===== src/rtl/rtc_pi_pkg.sv =====
// Package: shared types and helpers for the RTC periodic interrupt generator.
// Assumes a 3-bit divider-control field whose encoding is fixed by the
// surrounding register block.
package rtc_pi_pkg;

    localparam int DIV_W = 3;

    typedef enum logic [1:0] {
        TB_RUN    = 2'd0,
        TB_FREEZE = 2'd1,
        TB_CLEAR  = 2'd2
    } tb_mode_e;

    // Classify the divider-control field: 0..2 run, 6..7 clear, others freeze.
    function automatic tb_mode_e decode_div(input logic [DIV_W-1:0] f);
        if (f <= DIV_W'(2))        return TB_RUN;
        else if (f[DIV_W-1:DIV_W-2] == 2'b11) return TB_CLEAR;
        else                        return TB_FREEZE;
    endfunction

endpackage


===== src/rtl/rtc_pi_timebase.sv =====
// Module: free-running time base counting 32 kHz ticks.
// Counts accepted ticks modulo 2^CNT_W. Freezes or clears according to the
// divider mode. Exposes the value the count takes on an accepted tick so that
// boundary detection needs no extra cycle.
module rtc_pi_timebase
    import rtc_pi_pkg::*;
#(
    parameter int CNT_W = 15
) (
    input  logic             clk,
    input  logic             rst_n,
    input  logic             tick,
    input  logic [DIV_W-1:0] div_ctl,
    output logic             adv,
    output logic [CNT_W-1:0] cnt_nxt
);

    tb_mode_e         mode;
    logic [CNT_W-1:0] cnt_q;

    // Decode the divider mode and qualify the incoming tick.
    always_comb begin
        mode    = decode_div(div_ctl);
        adv     = tick && (mode == TB_RUN);
        cnt_nxt = cnt_q + CNT_W'(1);
    end

    // Count register: cleared by reset or clear mode, stepped on accepted ticks.
    always_ff @(posedge clk) begin
        if (!rst_n)                 cnt_q <= '0;
        else if (mode == TB_CLEAR)  cnt_q <= '0;
        else if (adv)               cnt_q <= cnt_nxt;
    end

    // clear mode empties the count by the next edge
    assert_clear_mode_R3: assert property (@(posedge clk) disable iff (!rst_n)
        (mode == TB_CLEAR) |=> (cnt_q == '0));

    // without an accepted tick the count holds (unless clearing)
    assert_hold_no_tick_R2: assert property (@(posedge clk) disable iff (!rst_n)
        (!adv && mode != TB_CLEAR) |=> $stable(cnt_q));

endmodule


===== src/rtl/rtc_pi_rate.sv =====
// Module: rate-code decoder.
// Maps the rate code to a low-bit mask of the period. Codes at or below
// ALIAS_LIMIT (except 0) are raised by ALIAS_ADD first. Assumes the largest
// effective code minus one is below CNT_W.
module rtc_pi_rate #(
    parameter int CODE_W      = 4,
    parameter int CNT_W       = 15,
    parameter int ALIAS_LIMIT = 2,
    parameter int ALIAS_ADD   = 7
) (
    input  logic [CODE_W-1:0] rate_sel,
    input  logic              per_en,
    output logic              active,
    output logic [CNT_W-1:0]  mask
);

    localparam int SH_W = CODE_W + 1;
    localparam logic [CODE_W-1:0] LIM_V = CODE_W'(ALIAS_LIMIT);
    localparam logic [SH_W-1:0]   ADD_V = SH_W'(ALIAS_ADD);

    logic [SH_W-1:0] eff_code;
    logic [SH_W-1:0] shift;

    // Apply the upward alias and derive the period exponent.
    always_comb begin
        active   = per_en && (rate_sel != '0);
        eff_code = {1'b0, rate_sel};
        if (rate_sel != '0 && rate_sel <= LIM_V)
            eff_code = {1'b0, rate_sel} + ADD_V;
        shift    = active ? (eff_code - SH_W'(1)) : '0;
    end

    // One mask bit per count bit: set when below the period exponent.
    for (genvar i = 0; i < CNT_W; i++) begin : g_mask
        assign mask[i] = (SH_W'(i) < shift);
    end

endmodule


===== src/rtl/rtc_pi_flags.sv =====
// Module: event pulse, sticky periodic flag and interrupt request.
// A boundary hit sets all three. A clear pulse drops the flag and the request
// unless a hit arrives at the same edge.
module rtc_pi_flags (
    input  logic clk,
    input  logic rst_n,
    input  logic hit,
    input  logic clr,
    output logic pulse_q,
    output logic flag_q,
    output logic irq_q
);

    // Register the pulse and update the sticky flag and request, set winning.
    always_ff @(posedge clk) begin
        if (!rst_n) begin
            pulse_q <= 1'b0;
            flag_q  <= 1'b0;
            irq_q   <= 1'b0;
        end else begin
            pulse_q <= hit;
            if (hit) begin
                flag_q <= 1'b1;
                irq_q  <= 1'b1;
            end else if (clr) begin
                flag_q <= 1'b0;
                irq_q  <= 1'b0;
            end
        end
    end

    // a hit shows up at the next edge on all outputs, even with clr
    assert_hit_sets_R9: assert property (@(posedge clk) disable iff (!rst_n)
        hit |=> (pulse_q && flag_q && irq_q));

    // request is held while no clear arrives
    assert_irq_held_R10: assert property (@(posedge clk) disable iff (!rst_n)
        (irq_q && !clr) |=> irq_q);

    // a clear without a hit empties flag and request
    assert_clr_drops_R10: assert property (@(posedge clk) disable iff (!rst_n)
        (clr && !hit) |=> (!irq_q && !flag_q));

    // the pulse lasts one cycle unless another hit follows
    assert_pulse_single_R9: assert property (@(posedge clk) disable iff (!rst_n)
        !hit |=> !pulse_q);

endmodule


===== src/rtl/rtc_periodic_irq.sv =====
// Module: RTC periodic interrupt generator (top).
// Fires an event when an accepted 32 kHz tick makes the free-running count a
// multiple of the selected power-of-two period. Assumes tick_32k is a
// single-cycle strobe synchronous to clk.
module rtc_periodic_irq
    import rtc_pi_pkg::*;
#(
    parameter int CNT_W       = 15,
    parameter int CODE_W      = 4,
    parameter int ALIAS_LIMIT = 2,
    parameter int ALIAS_ADD   = 7
) (
    input  logic              clk,
    input  logic              rst_n,
    input  logic              tick_32k,
    input  logic [DIV_W-1:0]  div_ctl,
    input  logic [CODE_W-1:0] rate_sel,
    input  logic              per_en,
    input  logic              flag_clr,
    output logic              per_pulse,
    output logic              per_flag,
    output logic              irq
);

    logic             adv;
    logic [CNT_W-1:0] cnt_nxt;
    logic             active;
    logic [CNT_W-1:0] mask;
    logic             hit;

    rtc_pi_timebase #(.CNT_W(CNT_W)) u_timebase (
        .clk     (clk),
        .rst_n   (rst_n),
        .tick    (tick_32k),
        .div_ctl (div_ctl),
        .adv     (adv),
        .cnt_nxt (cnt_nxt)
    );

    rtc_pi_rate #(
        .CODE_W      (CODE_W),
        .CNT_W       (CNT_W),
        .ALIAS_LIMIT (ALIAS_LIMIT),
        .ALIAS_ADD   (ALIAS_ADD)
    ) u_rate (
        .rate_sel (rate_sel),
        .per_en   (per_en),
        .active   (active),
        .mask     (mask)
    );

    // Boundary: accepted tick lands the count on a multiple of the period.
    assign hit = adv && active && ((cnt_nxt & mask) == '0);

    rtc_pi_flags u_flags (
        .clk     (clk),
        .rst_n   (rst_n),
        .hit     (hit),
        .clr     (flag_clr),
        .pulse_q (per_pulse),
        .flag_q  (per_flag),
        .irq_q   (irq)
    );

    // reset leaves every output clear
    assert_reset_clears_R1: assert property (@(posedge clk)
        !rst_n |=> (!per_pulse && !per_flag && !irq));

    // a pulse needs a tick, a non-zero code and the enable at the prior edge
    assert_pulse_needs_enable_R4: assert property (@(posedge clk) disable iff (!rst_n)
        per_pulse |-> $past(tick_32k && per_en && (rate_sel != '0)));

endmodule


===== config.mk =====
export PLATFORM = sky130hd
export DESIGN_NAME = rtc_periodic_irq
export DESIGN_NICKNAME = d
export VERILOG_FILES = /design/src/rtl/rtc_pi_pkg.sv /design/src/rtl/rtc_pi_timebase.sv /design/src/rtl/rtc_pi_rate.sv /design/src/rtl/rtc_pi_flags.sv /design/src/rtl/rtc_periodic_irq.sv
export SDC_FILE = /design/constraint.sdc
export NUM_CORES = 1
export LEC_CHECK = 0
export ABC_CLOCK_PERIOD_IN_PS = 5300
export BUFFER_PORTS_ARGS = -buffer_cell sky130_fd_sc_hd__clkbuf_2
export CORE_MARGIN = 2
export CORE_UTILIZATION = 41
export DETAILED_ROUTE_END_ITERATION = 8
export PLACE_DENSITY = 0.64
export SYNTH_ARGS = -nofsm -noshare
export SYNTH_HDL_FRONTEND = slang
export SYNTH_SLANG_ARGS = --single-unit

===== constraint.sdc =====
create_clock -name clk -period 5.3 [get_ports clk]
set_clock_uncertainty 0.15 [all_clocks]
set_input_delay 1.06 -clock clk [delete_from_list [all_inputs] [get_ports clk]]
set_output_delay 1.06 -clock clk [all_outputs]
set_load 0.01 [all_outputs]

==> results.cfg <==
[die]
die_area_um2 = 4430
initial_core_util = 0.432
io_pins = 15
die_h_um = 66.6
die-width_um = 66.6
fp.coreArea_um2 = 3720
std_cell_rows = 22

[setup_path]
cp-start-kind = input port
crit_arrival_ns = 4.05
crit_fanout = 8
cpPeakStageDelay_ns = 0.44
cp_cell_sequence = clkbuf_2, inv_1, ha_1, nor3_4, nand2_1, xnor2_1, inv_1, ha_1, inv_1, nor4_1, nor3b_1, o31ai_1, nand3_1, a21oi_1
ff2ff_setup_slack_ns = 2.72
crit_path_frequent_cell = inv_1
slowest_stage = ha_1
r2r.worst_path.cells = 8
worstSetupPathType = input port to register
end_kind = register
critPathRequiredTime_ns = 5.34

[sta]
rsz0062_at_grt = false
setup-violations-final = 0
hold_violations = 0
finalSetupTns_ns = 0
fmax_ghz = 0.249
finalCritPeriodShare = 0.757
finalCriticalPeriod_ns = 4.01
fin_hold_ws_ns = 0.393
slew_violations = 0
tightestPinTransition_ns = 0.506
maxSlewHeadroom = 0.662

[hold_path]
hp-class = register to register
whs_path_depth = 2

[global_routing]
gr-total-overflow = 0
grtUsageTotal = 0.172
grt_start_max_net_pins = 16
antenna_found_initial = 0
grt_pass1_vias = 1285
grt_pass1_wl_um = 5930

[clocking]
root_buffer = clkbuf_8
cts_tree = done
cts_buffers = 3
cts_resized = 0
clock_sinks = 17
post-cts-setup-buffer-count = 0
hold_buffers = 0
clk_latency_ns = 0.25
htree_num_levels = 1
clkTransAtPathRegs_ns = 0.07
cts.path.max_buffers = 2

[yosys]
yosysUniqueCellTypes = 56
seq_area_frac_synth = 0.212
ys_warn_count = 0
synth_edf_count = 0
synth-seq-cells = 17
synth_ff_type = dfxtp_1
yosysTopAreaCellShare = 0.212
syn_inst = 210
synth_top_area_cell = dfxtp_1
syn_nets = 226
syn_area_um2 = 1600
ys_top_cells_by_area = dfxtp_1, xor2_1, nand2_1
avgSynthCellArea_um2 = 7.64
async_reset_ff_frac = 0

[cells_and_area]
nets = 233
diodes = 0
syn2layout_area_growth_pct = 6.86
layout-drive-gt1-share = 0.148

[routing]
wl_per_cell_um = 13.5
vias = 1501
routed_wl_um = 3570
antenna_left = 0
drt-pass1-iter-count = 4
drcViolationCount = 0
vias_per_cell = 5.69
drtIter0Drc = 106

[placement]
io_buffer_count = 14
place.gp.congestion = 0.866
place_hpwl_um = 2690

[power_and_ir_drop]
powerDensity_nw_per_um2 = 166
p_leak_nw = 0.629
ir_worst_vdd_uv = 109

[outcome]
status = completed

[job]
cap_violations = 0
## flip-flops by register name, summed over array words and instances (netlist names)
register / count
u_flags.irq_q: 1
u_flags.pulse_q: 1
u_timebase.cnt_q: 15
## worst paths after layout
path / start / to
worst min register to register: u_flags.irq_q / u_flags.irq_q
worst max-delay path: rate_sel[0] / u_flags.pulse_q
worst min-delay path: u_flags.irq_q / u_flags.irq_q
worst max register to register: u_timebase.cnt_q[0] / u_flags.irq_q
## metal layers
metal  global-route usage  routed length, µm  up-vias
li1                     -                  -      787
met1                0.241               1840      677
met2                0.270               1570       31
met3               0.0321                116        6
met4               0.0459                 46        0
met5                    0                  0        -
## cell usage after synthesis (all sizes together), types with 2 or more instances
cell and n:
nor3 3, nand2 20, a21oi 12, xnor2 8, nor2b 2, nand4 6
o31ai 2, o211ai 4, o2111ai 3, nand3b 3, nand2b 5, o21ai 11
and3 2, ha 4, nor3b 3, and4 3, xor2 11, or3 4
o31a 2, buf 8, inv 8, dfxtp 17, nor4 4, nand3 12
a211oi 5, and2 3, nor2 19, nand4b 3, or4 4, clkbuf 5
## cells in the final DEF (no fill, tap or decap), types with 2 or more instances in the layout
master,count
or4_4,2
o211ai_1,4
o21ai_0,10
nor3_1,2
xor2_1,11
clkbuf_8,3
and2_1,3
o2111ai_1,3
nor3b_1,3
a211oi_1,4
nand3b_1,3
and4_1,2
o31ai_1,2
ha_1,4
nand4b_1,3
or3_1,4
or4_1,2
nand2_1,20
nand2b_1,5
inv_1,8
xnor2_1,8
o31a_2,2
clkbuf_2,14
a21oi_1,12
nor2_1,19
dfxtp_1,17
nor2b_1,2
nand3_1,11
nand4_1,4
nor4_1,3
## worst max-delay path: cells and delay by family
kind,cells,cell delay [ns]
xor+xnor,1,0.30
buf+inv,4,0.56
compound gates,2,0.47
fa+ha+maj,2,0.72
simple gates,5,0.93
## cell families after synthesis
group	count (synthesis)	synth area share
compound gates	50	0.213
xor+xnor	19	0.104
fa+ha+maj	4	0.0312
buf+inv	21	0.0640
flops	17	0.212
mux	2	0.0133
simple gates	97	0.363
## final cells by class
type                            instances  area [µm²]
Inverter                                8        30.0
Sequential cell                        17         340
Fill cell                             384        2000
Multi-Input combinational cell        172        1160
Timing Repair Buffer                   15        77.6
Tap cell                               48        60.1
Clock buffer                            4        45.0
## power by group
part / total [mW] / switching [mW] / internal (mW)
logic: 0.0577 / 0.0364 / 0.0212
registers: 0.130 / 0.00149 / 0.128
clock network: 0.0968 / 0.0434 / 0.0534
## per-stage QoR
step	cell area (µm²)	setup WS, ns	std cells	total power [mW]	utilization
2_1_floorplan	1600	1.32	210	0.174	-
3_3_place_gp	1670	1.12	260	0.190	0.449
3_5_place_dp	1670	1.05	260	0.189	0.449
4_1_cts	1710	1.30	264	0.286	0.461
5_1_grt	1710	1.03	264	0.298	0.461
6_report	1710	1.29	264	0.284	0.461
Power figures use the tool's default switching activity.
